`src/rtl/booth_r4_pkg.sv`:
```
package booth_r4_pkg;

  // Signed radix-4 digit: magnitude one-hot (one/two), sign separately.
  typedef struct packed {
    logic neg;
    logic one;
    logic two;
  } booth_digit_t;

  function automatic booth_digit_t recode_window(input logic [2:0] win);
    booth_digit_t d;
    d = '0;
    unique case (win)
      3'b000, 3'b111: d = '0;
      3'b001, 3'b010: begin d.one = 1'b1; end
      3'b011:         begin d.two = 1'b1; end
      3'b100:         begin d.two = 1'b1; d.neg = 1'b1; end
      3'b101, 3'b110: begin d.one = 1'b1; d.neg = 1'b1; end
      default:        d = '0;
    endcase
    return d;
  endfunction

endpackage

```
`src/rtl/booth_r4_recoder.sv`:
```
module booth_r4_recoder
  import booth_r4_pkg::*;
#(
  parameter int WIDTH = 8,
  localparam int NDIG = WIDTH / 2
) (
  input  logic [WIDTH-1:0]         mplier,
  output booth_digit_t [NDIG-1:0]  digits
);

  for (genvar gi = 0; gi < NDIG; gi++) begin : g_win
    logic [2:0] win;
    if (gi == 0) begin : g_low
      assign win = {mplier[1], mplier[0], 1'b0};
    end else begin : g_mid
      assign win = {mplier[2*gi+1], mplier[2*gi], mplier[2*gi-1]};
    end
    assign digits[gi] = recode_window(win);
  end

endmodule

```
`src/rtl/booth_r4_ppgen.sv`:
```
module booth_r4_ppgen
  import booth_r4_pkg::*;
#(
  parameter int WIDTH = 8,
  parameter int INDEX = 0,
  localparam int PW = 2 * WIDTH
) (
  input  logic [WIDTH-1:0] mcand,
  input  booth_digit_t     digit,
  output logic [PW-1:0]    pp
);

  logic [PW-1:0] mcand_ext;
  logic [PW-1:0] mag;
  logic [PW-1:0] signed_val;

  assign mcand_ext = {{WIDTH{mcand[WIDTH-1]}}, mcand};

  always_comb begin
    if (digit.two)      mag = mcand_ext << 1;
    else if (digit.one) mag = mcand_ext;
    else                mag = '0;
    signed_val = digit.neg ? (~mag + 1'b1) : mag;
  end

  assign pp = signed_val << (2 * INDEX);

endmodule

```
`src/rtl/booth_r4_sum.sv`:
```
module booth_r4_sum #(
  parameter int NTERMS = 4,
  parameter int PW     = 16
) (
  input  logic [NTERMS-1:0][PW-1:0] terms,
  output logic [PW-1:0]             total
);

  logic [NTERMS-1:0][PW-1:0] acc;

  assign acc[0] = terms[0];
  for (genvar gi = 1; gi < NTERMS; gi++) begin : g_chain
    assign acc[gi] = acc[gi-1] + terms[gi];
  end
  assign total = acc[NTERMS-1];

endmodule

```
`src/rtl/booth_r4_mul.sv`:
```
module booth_r4_mul
  import booth_r4_pkg::*;
#(
  parameter int WIDTH      = 8,
  parameter bit REGISTERED = 1'b1,
  localparam int NDIG = WIDTH / 2,
  localparam int PW   = 2 * WIDTH
) (
  input  logic             clk,
  input  logic             rst_n,
  input  logic             in_valid,
  output logic             in_ready,
  input  logic [WIDTH-1:0] in_mplier,
  input  logic [WIDTH-1:0] in_mcand,
  output logic             out_valid,
  input  logic             out_ready,
  output logic [PW-1:0]    out_prod
);

  if ((WIDTH % 2) != 0 || WIDTH < 2) begin : g_bad_width
    $error("booth_r4_mul: WIDTH must be even and at least 2");
  end

  logic [WIDTH-1:0]         core_mplier;
  logic [WIDTH-1:0]         core_mcand;
  logic [PW-1:0]            core_prod;
  booth_digit_t [NDIG-1:0]  digits;
  logic [NDIG-1:0][PW-1:0]  pps;

  booth_r4_recoder #(.WIDTH(WIDTH)) u_rec (
    .mplier (core_mplier),
    .digits (digits)
  );

  for (genvar gi = 0; gi < NDIG; gi++) begin : g_pp
    booth_r4_ppgen #(.WIDTH(WIDTH), .INDEX(gi)) u_ppgen (
      .mcand (core_mcand),
      .digit (digits[gi]),
      .pp    (pps[gi])
    );
  end

  booth_r4_sum #(.NTERMS(NDIG), .PW(PW)) u_sum (
    .terms (pps),
    .total (core_prod)
  );

  if (REGISTERED) begin : g_reg
    logic             adv;
    logic             s1_valid;
    logic [WIDTH-1:0] s1_mplier;
    logic [WIDTH-1:0] s1_mcand;
    logic             s2_valid;
    logic [PW-1:0]    s2_prod;

    // Whole pipe moves together unless the output is held.
    assign adv = !s2_valid || out_ready;

    always_ff @(posedge clk or negedge rst_n) begin
      if (!rst_n) begin
        s1_valid  <= 1'b0;
        s1_mplier <= '0;
        s1_mcand  <= '0;
        s2_valid  <= 1'b0;
        s2_prod   <= '0;
      end else if (adv) begin
        s1_valid  <= in_valid;
        s1_mplier <= in_mplier;
        s1_mcand  <= in_mcand;
        s2_valid  <= s1_valid;
        s2_prod   <= core_prod;
      end
    end

    assign core_mplier = s1_mplier;
    assign core_mcand  = s1_mcand;
    assign in_ready    = adv;
    assign out_valid   = s2_valid;
    assign out_prod    = s2_prod;
  end else begin : g_comb
    assign core_mplier = in_mplier;
    assign core_mcand  = in_mcand;
    assign in_ready    = out_ready;
    assign out_valid   = in_valid;
    assign out_prod    = core_prod;
  end

endmodule

```
`config.mk`:
```
export PLATFORM = sky130hd
export DESIGN_NAME = booth_r4_mul
export DESIGN_NICKNAME = d
export VERILOG_FILES = /design/src/rtl/booth_r4_pkg.sv /design/src/rtl/booth_r4_recoder.sv /design/src/rtl/booth_r4_ppgen.sv /design/src/rtl/booth_r4_sum.sv /design/src/rtl/booth_r4_mul.sv
export SDC_FILE = /design/constraint.sdc
export NUM_CORES = 1
export LEC_CHECK = 0
export BUFFER_PORTS_ARGS = -buffer_cell sky130_fd_sc_hd__buf_2
export CAP_MARGIN = 10
export CORE_ASPECT_RATIO = 0.9
export CORE_MARGIN = 4
export CORE_UTILIZATION = 62
export CTS_CLUSTER_DIAMETER = 150
export DETAILED_ROUTE_END_ITERATION = 10
export PLACE_DENSITY = 0.91
export SYNTH_ARGS = -nofsm -noshare
export SYNTH_HDL_FRONTEND = slang
export SYNTH_SLANG_ARGS = --single-unit
```
`constraint.sdc`:
```
create_clock -name clk -period 10 [get_ports clk]
set_input_delay 1 -clock clk [delete_from_list [all_inputs] [get_ports clk]]
set_output_delay 1 -clock clk [all_outputs]
set_load 0.005 [all_outputs]
```
Yosys cells after proc, flatten, opt, wreduce, memory -nomap -nowiden
Index checks and enable logic that the tools add are counted.
{"block": "word_totals", "inputBits": 20, "out_inout_bits": 18, "ff_bits": 34}
{"block": "op_classes", "bitwise": 4, "n_eq_ne": 21, "muxes": 24, "n_reduce_logical": 13, "n_addsub": 7}
{"op": "adder 16 bit", "n": 3}
{"op": "two-way mux 16 bit", "n": 3}
{"op": "two-way mux 14 bit", "n": 3}
{"op": "two-way mux 12 bit", "n": 3}
{"op": "two-way mux 10 bit", "n": 3}
{"op": "equality test 3 bit (second input constant)", "n": 9}
{"op": "equality test 3 x 2 -> 1 bit (second input constant)", "n": 6}
{"op": "adder 16 x 1 -> 16 bit (second input constant)", "n": 1}
{"op": "NOT 16 bit", "n": 1}
{"op": "adder 14 x 1 -> 14 bit (second input constant)", "n": 1}
{"op": "NOT 14 bit", "n": 1}
{"op": "adder 12 x 1 -> 12 bit (second input constant)", "n": 1}
{"op": "two-way mux 1 bit", "n": 12}
{"op": "NOT 12 bit", "n": 1}
{"op": "OR reduction 4 bit", "n": 3}
{"op": "adder 10 x 1 -> 10 bit (second input constant)", "n": 1}
{"op": "NOT 10 bit", "n": 1}
{"op": "OR reduction 2 bit", "n": 5}
{"op": "equality test 3 x 1 -> 1 bit (second input constant)", "n": 3}
{"op": "OR reduction 3 bit", "n": 3}
{"op": "equality test 2 bit (second input constant)", "n": 2}
{"op": "equality test 2 x 1 -> 1 bit (second input constant)", "n": 1}
{"op": "zero test 1 bit", "n": 1}
{"op": "logical OR 1 bit", "n": 1}

Longest topological paths before layout
Gate-level depths: netlist (run 1).
{"block": "logic_depth", "word_depth": 11, "mapped_depth": 23, "ltp_nobuf": 21}

Modules after synthesis
Synthesis (run 1) repeated with hierarchy kept, for this count alone.
{"block": "unflattened", "hier_cells": 550, "hier_area_um2": 4897.2}
{"module": "booth_r4_sum", "instances": 1, "area_each_um2": 1519.0, "cells_per_inst": 185, "seq_area_each_um2": 0.0}
{"module": "booth_r4_mul", "instances": 1, "area_each_um2": 1418.9, "cells_per_inst": 73, "seq_area_each_um2": 850.8}
{"module": "booth_r4_ppgen (g_pp[1].u_ppgen)", "instances": 1, "area_each_um2": 464.2, "cells_per_inst": 76, "seq_area_each_um2": 0.0}
{"module": "booth_r4_ppgen (g_pp[0].u_ppgen)", "instances": 1, "area_each_um2": 457.9, "cells_per_inst": 66, "seq_area_each_um2": 0.0}
{"module": "booth_r4_ppgen (g_pp[2].u_ppgen)", "instances": 1, "area_each_um2": 455.4, "cells_per_inst": 66, "seq_area_each_um2": 0.0}
{"module": "booth_r4_ppgen (g_pp[3].u_ppgen)", "instances": 1, "area_each_um2": 427.9, "cells_per_inst": 63, "seq_area_each_um2": 0.0}
{"module": "booth_r4_recoder", "instances": 1, "area_each_um2": 153.9, "cells_per_inst": 21, "seq_area_each_um2": 0.0}

Worst setup path after synthesis (run 1)
Ideal clock, no wire load.
{"block": "synth_path", "kind": "reg-to-reg", "startpoint": "register g_reg.s1_mplier[3] (netlist: core_mplier[3])", "endpoint": "register g_reg.s2_prod[15] (netlist: out_prod[15])", "required_ns": 9.861, "period_less_slack_ns": 5.048, "stages_incl_launch_ff": 23, "path_buffers": 3, "arrival_time_ns": 4.910, "slack_ns": 4.952, "path_cell_list": "dfrtp_1 > buf_2 > buf_1 > buf_1 > xor2_1 > nand2_1 > ha_1 > o21ai_1 > nor2_1 > xnor2_1 > a32o_1 > a21oi_1 > fa_1 > fa_1 > inv_1 > ha_1 > o21a_1 > o31a_1 > o2111a_1 > o41ai_2 > xnor2_2 > xnor2_1 > a21oi_1"}
{"block": "synth_between", "elab_chain_len": 11, "elab_cells_between_ends": 37, "cone_classes": "add/sub (5); eq/ne (12); mux (12); bitwise (2); reduce/logical (6)"}
{"item": "from (decl)", "line_no": "booth_r4_mul.sv:51", "source": "logic [WIDTH-1:0] s1_mplier;"}
{"item": "from (signal assigned)", "line_no": "booth_r4_mul.sv:68", "source": "s1_mplier <= in_mplier;"}
{"item": "equality test 3 x 1 -> 1 bit (tied with other cells)", "line_no": "booth_r4_pkg.sv:13", "source": "unique case (win)"}
{"item": "OR reduction 4 bit (no source line)"}
{"item": "two-way mux 1 bit", "line_no": "booth_r4_pkg.sv:13"}
{"item": "two-way mux 14 bit", "line_no": "booth_r4_ppgen.sv:21", "source": "else if (digit.one) mag = mcand_ext;"}
{"item": "two-way mux 14 bit", "line_no": "booth_r4_ppgen.sv:20", "source": "if (digit.two) mag = mcand_ext << 1;"}
{"item": "NOT 14 bit", "line_no": "booth_r4_ppgen.sv:23", "source": "signed_val = digit.neg ? (~mag + 1'b1) : mag;"}
{"item": "adder 14 x 1 -> 14 bit", "line_no": "booth_r4_ppgen.sv:23"}
{"item": "two-way mux 14 bit", "line_no": "booth_r4_ppgen.sv:23"}
{"item": "adder 16 bit", "line_no": "booth_r4_sum.sv:13", "source": "assign acc[gi] = acc[gi-1] + terms[gi];"}
{"item": "adder 16 bit (*) (2 in a row)", "line_no": "booth_r4_sum.sv:13"}
{"item": "to (signal assigned)", "line_no": "booth_r4_mul.sv:71", "source": "s2_prod <= core_prod;"}
{"item": "to (decl)", "line_no": "booth_r4_mul.sv:54", "source": "logic [PW-1:0] s2_prod;"}
Every way passes the cells marked *; elsewhere a longest branch is shown, timed or not.
A chain may end at the register's enable or synchronous reset.

Final worst setup path (run 1)
{"block": "layout_path", "startpoint": "register g_reg.s1_mplier[1] (netlist: core_mplier[1])", "endpoint": "register g_reg.s2_prod[15] (netlist: out_prod[15])"}
{"block": "layout_between", "elab_chain_len": 11, "elab_cells_between_ends": 33, "cone_classes": "add/sub (5); eq/ne (9); mux (12); bitwise (2); reduce/logical (5)"}
{"item": "equality test 3 x 1 -> 1 bit (tied with other cells)", "line_no": "booth_r4_pkg.sv:13"}
{"item": "OR reduction 4 bit (no source line) / OR reduction 2 bit (equally long branches)"}
{"item": "two-way mux 1 bit", "line_no": "booth_r4_pkg.sv:13"}
{"item": "two-way mux 14 bit / two-way mux 16 bit (equally long branches)", "line_no": "booth_r4_ppgen.sv:21"}
{"item": "two-way mux 14 bit / two-way mux 16 bit (equally long branches)", "line_no": "booth_r4_ppgen.sv:20"}
{"item": "NOT 14 bit / NOT 16 bit (equally long branches)", "line_no": "booth_r4_ppgen.sv:23"}
{"item": "adder 14 x 1 -> 14 bit / adder 16 x 1 -> 16 bit (equally long branches)", "line_no": "booth_r4_ppgen.sv:23"}
{"item": "two-way mux 14 bit / two-way mux 16 bit (equally long branches)", "line_no": "booth_r4_ppgen.sv:23"}
{"item": "adder 16 bit (*) (3 in a row)", "line_no": "booth_r4_sum.sv:13"}
Marks and branches as above.

==> summary.txt, run 1 <==
Run status
  • Status: completed

Cells and area
  • Layout Cells excl Fill: 679
  • Fin nets: around 650
  • Synth-to-Final Area Change: 6.11%
  • N_diodes: 0
  • Share of layout cells above drive strength 1: 11.0%

Min path
  • Hold Crit Class: flip-flop to flip-flop

Die
  • Core Box Area: 6730 µm²
  • Die Wd: 96.8 µm
  • Die area: 8520 µm²
  • Initial Util: 65.5%
  • Height of the die: 87.9 µm
  • Row count: 28
  • I/O pins: 38

Synth
  • Top cells by area, synth: dfrtp_1 (19%), fa_1 (9.5%), nand2_1 (8.8%), ha_1 (6.8%), xnor2_1 (5.0%)
  • Ys Warns: 0
  • Synth top area share: between 10% and 20%
  • Synth Register Bits: 34
  • Synth top cells by count: nand2_1 (103), inv_1 (45), nor2_1 (36)
  • Netlist cell types: 67
  • Cell Area, Synth: around 4400 µm²
  • Post-synthesis cell count: a little under 600
  • Most common flop cell mapped by yosys: dfrtp_1
  • Synth async-reset ratio: between 90% and 100%
  • Leading area contributor after synthesis: dfrtp_1
  • Syn nets: 648
  • EDFF count, synth: 0
  • Register area share after synthesis: around a fifth
  • Avg Inst Size Synth: 7.55 µm²
  • Top-count cell post-synth: nand2_1

Global route
  • Initial antenna violation count: 0
  • GRT Overall Usage: roughly 28%
  • Vias in the first global route: 4147
  • First-pass GRT wire length: around 20 mm
  • Global route overflow: 0
  • Largest net degree at the start of global routing: 43

Power and ir drop
  • Sw frac: 49.9%
  • IR drop worst, VDD: 150 µV
  • Seq pwr share: 17.1%
  • P_int: 0.697 mW
  • Pwr/cell area: around 300 nW/µm²
  • NetSw: around 0.69 mW
  • Clock power frac: 7.8%
  • Leak: ~2.2 nW
  • Comb power frac: about three quarters

Clock network
  • Clk sinks: 34
  • CTS tree: done
  • Worst-path clk slew: 0.08 ns
  • Clock buffer depth: 2
  • Hold_buf cts: 0
  • CTS root buf: clkbuf_8
  • Clock latency at the later pin of the worst-skew pair: 0.30 ns
  • Post-CTS Setup Inserts: 0
  • Post_cts resized: 0
  • H-tree Lvls: 2
  • TritonCTS buffer count: 5

Placed design
  • Placed Cells: 670
  • Final HPWL DP: about 8.4 mm
  • GP Congestion: slightly below 1
  • Input/output buffers: 37

Critical path
  • CP max stage delay: around 0.67 ns
  • CP max-delay cell: xor2_1
  • CP max FO: between 40 and 50
  • Worst path bufs/invs: 2
  • Worst setup path class: flip-flop to flip-flop
  • Worst Path Arrival: around 5.8 ns
  • CP Capture Type: flip-flop
  • Element type at the critical path start: flip-flop
  • CP top delay family: compound AO/OA/AOI/OAI gates
  • Crit-path cells: buf_4 > xor2_1 > a22oi_1 > ha_1 > nand3_1 > a2111o_1 > nand2_1 > xnor2_1 > a222oi_1 > fa_1 > fa_1 > inv_1 > ha_1 > o21a_1 > o31a_1 > o2111a_1 > o41ai_2 > xnor2_2 > xnor2_1 > a21oi_1
  • Required time of the critical path: 10.16 ns

Route
  • TritonRoute pass-1 iters: 5
  • Final ANT Viol Nets: 0
  • Final WL: 11.6 mm
  • Initial DRC Count: 443
  • DR vias/cell: 6.32
  • Via count: 4291
  • Wire per inst: approximately 17 µm
  • DR DRC count: 0

STA
  • Worst-Margin Slew: 1.01 ns
  • Max_slew headroom: 32.8%
  • Final period utilization: 56.2%
  • Max Slew Vio Count: 0
  • Max Clk Rate: 0.178 GHz
  • Hold Fails Final Rpt: 0
  • Final Setup Violations: 0
  • Final TNS setup: 0 ns
  • Crit path time final: 5.62 ns
  • RSZ-0062 raised after global routing: no
  • Setup Skew: between 0.006 and 0.007 ns

Job
  • Max-cap violation count: 0
-- kinds of logic after synthesis --
group	share of synthesized area (%)
AO/OA/AOI/OAI	26.6
XOR/XNOR	7.90
adder cells (fa/ha/maj)	16.4
buffers and inverters	8.33
flip-flops	19.3
multiplexers	0.739
AND/OR/NAND/NOR	20.7
-- layout by cell type (no fill, tap or decap), types with 4 or more instances in the layout --
cell,netlist,final
buf_2,8,37
nand3_1,12,12
a211oi_1,8,8
a21oi_1,30,30
clkbuf_8,0,5
nor2b_1,9,8
a221oi_1,7,7
and2_1,5,5
o21bai_1,5,5
a22oi_1,10,10
dfrtp_1,34,34
or3_1,4,4
a22o_1,7,7
buf_4,0,6
inv_1,45,45
o31ai_1,8,8
o21ai_1,7,7
ha_1,24,24
a31oi_1,4,4
fa_1,21,21
and3_1,4,4
nor3_1,8,8
nor2_1,36,36
xor2_1,11,11
xnor2_1,25,25
o22ai_1,5,5
o21ai_0,35,35
nand2_1,103,103
nand2b_1,7,7
-- power groups by stage --
stage | registers, mW | clock network, mW | logic (mW)
after floorplan | 0.213 | 0 | 0.827
after global placement | 0.236 | 0 | 0.972
after detailed placement | 0.240 | 0 | 1.03
after CTS | 0.237 | 0.111 | 1.04
after global routing | 0.246 | 0.118 | 1.19
final | 0.238 | 0.108 | 1.04
-- routing by layer --
metal / share of wire [%] / routed length (µm) / global-route usage (%) / vias to the layer above
li1: - / - / - / 2037
met3: 7.6 / 887 / 5.57 / 29
met2: 47 / 5460 / 47.9 / 216
met4: 2.0 / 235 / 8.67 / 0
met1: 43 / 5050 / 37.3 / 2009
met5: 0 / 0 / 0 / -
-- area by class of cell --
cell class              count  area [µm²]
clock buffers               6        72.6
fillers                   562        2050
clock inverters             2        13.8
repair buffers             44         258
well taps                  90         113
multi-input cells         456        3190
flip-flops and latches     34         851
inverters                  47         176
-- registers in the layout (all words and copies together), names as in the netlist --
name,flops
core_mplier,8
out_prod,16
g_reg.s1_valid,1
core_mcand,8
out_valid,1
-- final timing paths --
kind                                                 start  cells after the start                         end  slack (ns)
worst min-delay path               out_prod[4]$_DFFE_PN0P_                      2     out_prod[4]$_DFFE_PN0P_        0.47
worst max-delay path            core_mplier[1]$_DFFE_PN0P_                     20    out_prod[15]$_DFFE_PN0P_        4.38
max in group asynchronous                            rst_n                      1  core_mplier[2]$_DFFE_PN0P_        8.72
worst min register to register     out_prod[4]$_DFFE_PN0P_                      2     out_prod[4]$_DFFE_PN0P_        0.47
min in group asynchronous                            rst_n                      1  core_mplier[7]$_DFFE_PN0P_        0.78
worst max register to register  core_mplier[1]$_DFFE_PN0P_                     20    out_prod[15]$_DFFE_PN0P_        4.38
-- metrics by stage --
step	worst slack (ns)	area, µm²	power [mW]	hold WS [ns]	util [%]
global route	3.99	4670	1.55	0.488	69.5
finish	4.38	4670	1.39	0.468	69.5
detailed placement	4.43	4560	1.27	0.452	67.8
floorplan	4.95	4400	1.04	0.430	-
CTS	4.42	4640	1.39	0.470	69.0
global placement	4.61	4560	1.21	0.445	67.8
-- worst register-to-register path: cells and delay by family, from the launching register on --
family	cells	cell delay, ns
AO/OA/AOI/OAI	8	1.77
adder cells (fa/ha/maj)	4	1.67
AND/OR/NAND/NOR	2	0.20
buffers and inverters	2	0.38
flip-flops	1	0.33
XOR/XNOR	4	1.14
Note: power is estimated with default switching activity, not from simulation.
==> run 2: changes to the inputs <==
- CORE_UTILIZATION: 62 -> 56
- PLACE_DENSITY: 0.91 -> 0.88
- clock period: 10 -> 4.85 ns (I/O delays scaled with it)
==> summary.txt, run 2 (synthesis gave the netlist of run 1 again) <==
STA
  • Worst-Margin Slew: 0.873 ns (-0.135 ns)
  • Hold Fails Final Rpt: 0 (unchanged)
  • Setup Skew: 0.00639 ns (+0.0000104 ns)
  • Max_slew headroom: 41.8% (+9.0 points)
  • Hold slack: 0.299 ns (-0.169 ns)
  • RSZ-0062 raised after global routing: yes
  • Worst Slack Setup Final: -0.0607 ns (-4.44 ns)
  • Max Clk Rate: 0.204 GHz (+14%)
  • Final period utilization: 101% (+45 points)
  • Crit path time final: 4.91 ns (-0.708 ns)
  • Max Slew Vio Count: 0 (unchanged)
  • Final Setup Violations: 1 (+1)

Clock network
  • Clk sinks: 34 (unchanged)
  • H-tree Lvls: 2 (unchanged)
  • CTS tree: done
  • CTS root buf: clkbuf_8
  • Clock latency at the later pin of the worst-skew pair: 0.30 ns (about the same)
  • TritonCTS buffer count: 5 (unchanged)
  • Clock buffer depth: 2 (unchanged)
  • Worst-path clk slew: 0.08 ns (about the same)
  • Hold_buf cts: 0 (unchanged)

Global route
  • Global route overflow: 0 (unchanged)
  • Largest net degree at the start of global routing: 35 (-19%)
  • Initial antenna violation count: 0 (unchanged)
  • GRT Overall Usage: 29.8% (+1.5 points)
  • Vias in the first global route: 4497 (+8.4%)
  • First-pass GRT wire length: 22.2 mm (+12%)

Power and ir drop
  • Pwr/cell area: 662 nW/µm² (+120%)
  • IR drop worst, VDD: 876 µV (+480%)
  • Leak: 2.58 nW (+20%)

Die
  • Height of the die: 92.1 µm (+4.7%)
  • Die Wd: 101 µm (+4.8%)
  • Die area: 9350 µm² (+9.8%)
  • Row count: 30 (+7.1%)
  • Initial Util: 58.1% (-7.4 points)
  • Core Box Area: 7580 µm² (+13%)
  • I/O pins: 38 (unchanged)

Critical path
  • Worst Setup SP: core_mplier[3]$_DFFE_PN0P_
  • Crit-path cells: buf_6 > buf_12 > o21bai_1 > a32o_2 > o211ai_4 > nand2_1 > xnor2_1 > a221o_1 > fa_1 > inv_1 > fa_1 > inv_2 > ha_4 > o21ai_1 > nor2_1 > o31a_1 > o2111a_2 > o41ai_4 > xnor2_2 > xnor2_1 > a21oi_1
  • Worst Path Arrival: 5.07 ns (-0.71 ns)
  • Worst setup path class: flip-flop to flip-flop
  • FF-to-FF Start: core_mplier[3]$_DFFE_PN0P_
  • Element type at the critical path start: flip-flop
  • CP max stage delay: 0.55 ns (-0.12 ns)
  • CP max-delay cell: fa_1
  • Worst R2R Path Depth: 21 (+5.0%)
  • Critical R2R Capture: out_prod[15]$_DFFE_PN0P_
  • CP Capture Type: flip-flop
  • Required time of the critical path: 5.01 ns (-5.15 ns)
  • Crit path to: out_prod[15]$_DFFE_PN0P_
  • FF-to-FF setup slack: -0.06 ns (-4.44 ns)
  • CP max FO: 20 (-52%)

Cells and area
  • Layout Cells excl Fill: 766 (+13%)
  • N_diodes: 0 (unchanged)
  • Fin nets: 734 (+12%)
  • Share of layout cells above drive strength 1: 28.7% (+18 points)
  • Fill count: 552 (-1.8%)
  • Most frequent cells in the layout: nand2_1 (102), buf_4 (81), inv_1 (43)
  • Commonest non-fill, non-tap cell in the layout: nand2_1
  • Synth-to-Final Area Change: 26.7%
  • Final Util: 73.6% (+4.1 points)
  • Final instance area: 5580 µm² (+19%)
  • Max FFs per register: 16 (unchanged)

Route
  • Final ANT Viol Nets: 0 (unchanged)
  • Initial DRC Count: 582 (+31%)
  • DR DRC count: 0 (unchanged)
  • TritonRoute pass-1 iters: 5 (unchanged)
  • Wire per inst: 18.7 µm (+9.3%)
  • Via count: 4811 (+12%)
  • DR vias/cell: 6.28 (-0.62%)
  • Final WL: 14.3 mm (+23%)

Run status
  • Failing checks: negative setup slack
  • Status: finished, violations left

Placed design
  • Cell Area, Placed: 5150 µm² (+13%)
  • Post-place setup slack: -0.161 ns (-4.59 ns)
  • GP Congestion: 1.00 (+1.6%)
  • Input/output buffers: 37 (unchanged)
  • Placed Cells: 748 (+12%)
  • Final HPWL DP: 10.1 mm (+21%)

Min path
  • Hold Crit Class: input pin to asynchronous set/reset pin

Job
  • Max-cap violation count: 0 (unchanged)
run 2: changes by cell type in the layout (fill, tap and decap cells not counted), moves of 4 or more:
cell	previous run	this run
a21oi_1	30	26
dfrtp_2	0	5
nor2_1	36	32
o21ai_2	0	5
buf_4	6	81
buf_6	0	4
dfrtp_1	34	29
ha_4	0	6
ha_1	24	16
o21ai_0	35	30
run 2: power breakdown:
| group | switching [mW] | internal, mW |
|---|---|---|
| combinational | 1.56 | 1.44 |
| clock | 0.122 | 0.115 |
| sequential | 0.0737 | 0.383 |
run 2: how the worst min path moves through the flow:
stage                               startpoint                         end  slack [ns]  depth (start not counted)
finish                                   rst_n   core_mcand[4]$_DFFE_PN0P_        0.30                          1
global route                             rst_n   core_mcand[5]$_DFFE_PN0P_        0.35                          1
CTS                                      rst_n   core_mcand[4]$_DFFE_PN0P_        0.32                          1
detailed placement  g_reg.s1_valid$_DFFE_PN0P_       out_valid$_DFFE_PN0P_        0.45                          1
global placement    g_reg.s1_valid$_DFFE_PN0P_  g_reg.s1_valid$_DFFE_PN0P_        0.44                          2
floorplan                                rst_n   core_mcand[0]$_DFFE_PN0P_        0.19                          0
run 2: critical path: cells and delay by family, from the launching register on:
family                   cells  cell delay [ns]
AO/OA/AOI/OAI                9             2.07
XOR/XNOR                     3             0.42
adder cells (fa/ha/maj)      3             1.28
flip-flops                   1             0.41
buffers and inverters        4             0.41
AND/OR/NAND/NOR              2             0.18
run 2: through the flow:
step	TNS [ns]	power, mW
after floorplan	0	2.15
after global placement	0	2.89
after detailed placement	-0.286	3.01
after CTS	-0.0421	3.36
after global routing	-0.323	4.00
final	-0.0607	3.69
run 2: layout make-up:
cell class / instances / area (µm²) / share of cell area, %
Multi-Input combinational cell: 456 / 3440 / 61.6
Sequential cell: 34 / 857 / 15.4
Tap cell: 96 / 120 / 2.15
Clock buffer: 7 / 86.3 / 1.55
Timing Repair Buffer: 125 / 898 / 16.1
Inverter: 47 / 176 / 3.16
Clock inverter: 1 / 5.00 / 0.0897
run 2: layer usage:
metal	share of wire (%)	vias to the layer above	global-route usage, %
met4	2.3	0	8.19
met1	41	2269	40.7
li1	-	2191	-
met3	8.5	45	4.64
met5	0	-	0
met2	48	306	48.7
run 2: what timing repair did:
item	4_1_cts	5_1_grt
pin swaps	21	29
setup buffers	5	5
resized for setup	27	36
setup endpoints to repair	2	6
==> run 3: changes to the inputs <==
- CAP_MARGIN: 10 -> 25
- CORE_UTILIZATION: 56 -> 60
- PLACE_DENSITY: 0.88 -> 0.89
- clock period: 4.85 -> 5.5 ns (I/O delays scaled with it)
==> summary.txt, run 3 (synthesis gave the netlist of run 1 again) <==
Clock network
  • H-tree Lvls: 2 (unchanged)
  • TritonCTS buffer count: 5 (unchanged)
  • CTS root buf: clkbuf_8
  • Hold_buf cts: 0 (unchanged)
  • Worst-path clk slew: 0.08 ns (about the same)
  • Clk sinks: 34 (unchanged)
  • Clock latency at the later pin of the worst-skew pair: 0.30 ns (about the same)
  • CTS tree: done
  • Clock buffer depth: 2 (unchanged)

Route
  • TritonRoute pass-1 iters: 6 (+1)
  • DR vias/cell: 6.32 (+0.63%)
  • Final ANT Viol Nets: 0 (unchanged)
  • Via count: 4418 (-8.2%)
  • DR DRC count: 0 (unchanged)
  • Initial DRC Count: 467 (-20%)
  • Final WL: 12.3 mm (-14%)
  • Wire per inst: 17.6 µm (-5.8%)

Die
  • Height of the die: 89.3 µm (-3.1%)
  • Core Box Area: 7080 µm² (-6.7%)
  • Die area: 8770 µm² (-6.1%)
  • Row count: 29 (-3.3%)
  • I/O pins: 38 (unchanged)
  • Initial Util: 62.2% (+4.2 points)
  • Die Wd: 98.3 µm (-3.1%)

Cells and area
  • Max FFs per register: 16 (unchanged)
  • Fin nets: 670 (-8.7%)
  • Commonest non-fill, non-tap cell in the layout: nand2_1
  • Most frequent cells in the layout: nand2_1 (103), inv_1 (45), buf_2 (37)
  • Fill count: 592 (+7.2%)
  • Register area: 852 µm² (-0.58%)
  • Multi-input gate area: 3210 µm² (-6.6%)
  • Synth-to-Final Area Change: 10.6%
  • N_diodes: 0 (unchanged)
  • Share of layout cells above drive strength 1: 14.4% (-14 points)

Placed design
  • Final HPWL DP: 8.86 mm (-12%)
  • GP Congestion: 0.978 (-2.4%)
  • Input/output buffers: 37 (unchanged)

Power and ir drop
  • Sw frac: 48.3% (+0.82 points)
  • NetSw: 1.31 mW (-25%)
  • Seq pwr share: 15.3% (+2.9 points)
  • IR drop worst, VDD: 240 µV (-73%)
  • Pwr Total: 2.71 mW (-26%)
  • P_int: 1.40 mW (-28%)
  • Clock power frac: 10.8% (+4.4 points)
  • Comb power frac: 73.9% (-7.3 points)
  • Leak: 2.27 nW (-12%)
  • Pwr/cell area: 557 nW/µm² (-16%)

Critical path
  • Element type at the critical path start: flip-flop
  • CP max-delay cell: fa_1
  • Worst R2R Path Depth: 21 (unchanged)
  • CP max FO: 15 (-25%)
  • FF-to-FF setup slack: 0.24 ns (+0.31 ns)
  • CP Capture Type: flip-flop
  • FF-to-FF Start: core_mplier[4]$_DFFE_PN0P_
  • Most used cell, CP: a21oi_1
  • Worst Path Arrival: 5.43 ns (+0.36 ns)
  • Crit-path cells: inv_2 > a22o_1 > o21ai_0 > ha_1 > o21ai_1 > nor2_1 > a21oi_1 > a31oi_1 > o2bb2ai_1 > a21o_1 > fa_1 > inv_1 > fa_1 > inv_1 > ha_1 > a21oi_1 > nand2_1 > o41ai_4 > xnor2_2 > xnor2_1 > a21oi_1
  • Required time of the critical path: 5.67 ns (+0.66 ns)
  • CP top delay family: compound AO/OA/AOI/OAI gates
  • CP max stage delay: 0.53 ns (-0.02 ns)
  • Stages on the worst setup path: 21 (unchanged)
  • Critical R2R Capture: out_prod[15]$_DFFE_PN0P_
  • Worst Setup SP: core_mplier[4]$_DFFE_PN0P_
  • Crit path to: out_prod[15]$_DFFE_PN0P_
  • Worst setup path class: flip-flop to flip-flop
  • Worst path bufs/invs: 3 (-1)

Global route
  • Vias in the first global route: 4274 (-5.0%)
  • GRT Overall Usage: 29.5% (-0.28 points)
  • Global route overflow: 0 (unchanged)
  • Largest net degree at the start of global routing: 40 (+14%)
  • First-pass GRT wire length: 20.8 mm (-6.0%)
  • Initial antenna violation count: 0 (unchanged)

STA
  • Hold Fails Final Rpt: 0 (unchanged)
  • Setup Skew: 0.00736 ns (+0.000972 ns)
  • Crit path time final: 5.26 ns (+0.345 ns)
  • Max Slew Vio Count: 0 (unchanged)
  • Worst-Margin Slew: 0.815 ns (-0.0581 ns)
  • Final Setup Violations: 0 (-1)
  • Final TNS setup: 0 ns (+0.0607 ns)
  • Final period utilization: 95.6% (-5.7 points)
  • RSZ-0062 raised after global routing: no
  • Max Clk Rate: 0.190 GHz (-6.6%)
  • Max_slew headroom: 45.7% (+3.9 points)

Run status
  • Status: completed

Min path
  • Hold Crit Class: input pin to asynchronous set/reset pin

Job
  • Max-cap violation count: 0 (unchanged)
run 3: how the worst min path moves through the flow:
| stage | start | end | slack [ns] |
|---|---|---|---|
| floorplan | rst_n | core_mcand[0]$_DFFE_PN0P_ | 0.25 |
| global placement | out_prod[3]$_DFFE_PN0P_ | out_prod[3]$_DFFE_PN0P_ | 0.44 |
| detailed placement | g_reg.s1_valid$_DFFE_PN0P_ | g_reg.s1_valid$_DFFE_PN0P_ | 0.45 |
| CTS | rst_n | out_valid$_DFFE_PN0P_ | 0.36 |
| global route | rst_n | out_valid$_DFFE_PN0P_ | 0.40 |
| finish | rst_n | out_prod[5]$_DFFE_PN0P_ | 0.34 |
run 3: cell type report:
class                      instances  area share (%)
clock buffer                       5            1.41
clock inverter                     3            1.41
inverter                          47            3.62
multi-input combinational        456            65.9
sequential                        34            17.5
tap                               93            2.39
timing repair buffer              61            7.76
run 3: layer usage:
| layer | vias up | routed length [µm] | global-route usage, % |
|---|---|---|---|
| li1 | 2064 | - | - |
| met3 | 39 | 1040 | 4.37 |
| met1 | 2075 | 5210 | 38.8 |
| met4 | 0 | 362 | 12.8 |
| met5 | - | 0 | 0 |
| met2 | 240 | 5720 | 49.3 |
run 3: through the flow:
stage | util [%] | instances | cell area (µm²) | hold slack, ns | setup WS [ns]
after CTS | 68.4 | 698 | 4840 | 0.365 | 0.167
after global routing | 68.8 | 699 | 4870 | 0.404 | 0.0161
after global placement | 66.5 | 690 | 4700 | 0.444 | 0.381
after floorplan | - | 583 | 4400 | 0.254 | 0.452
final | 68.8 | 699 | 4870 | 0.338 | 0.245
after detailed placement | 66.5 | 690 | 4700 | 0.452 | 0.240
run 3: repair_timing:
item	in CTS	in global routing
setup buffers	0	1
resized for setup	0	5
endpoints found under the setup margin	0	2
run 3: power by group through the flow:
stage	clock network, mW	logic, mW	registers, mW
floorplan	0	1.50	0.387
global route	0.310	2.25	0.428
detailed placement	0	1.92	0.419
CTS	0.293	1.95	0.414
global placement	0	1.82	0.413
finish	0.292	2.01	0.415
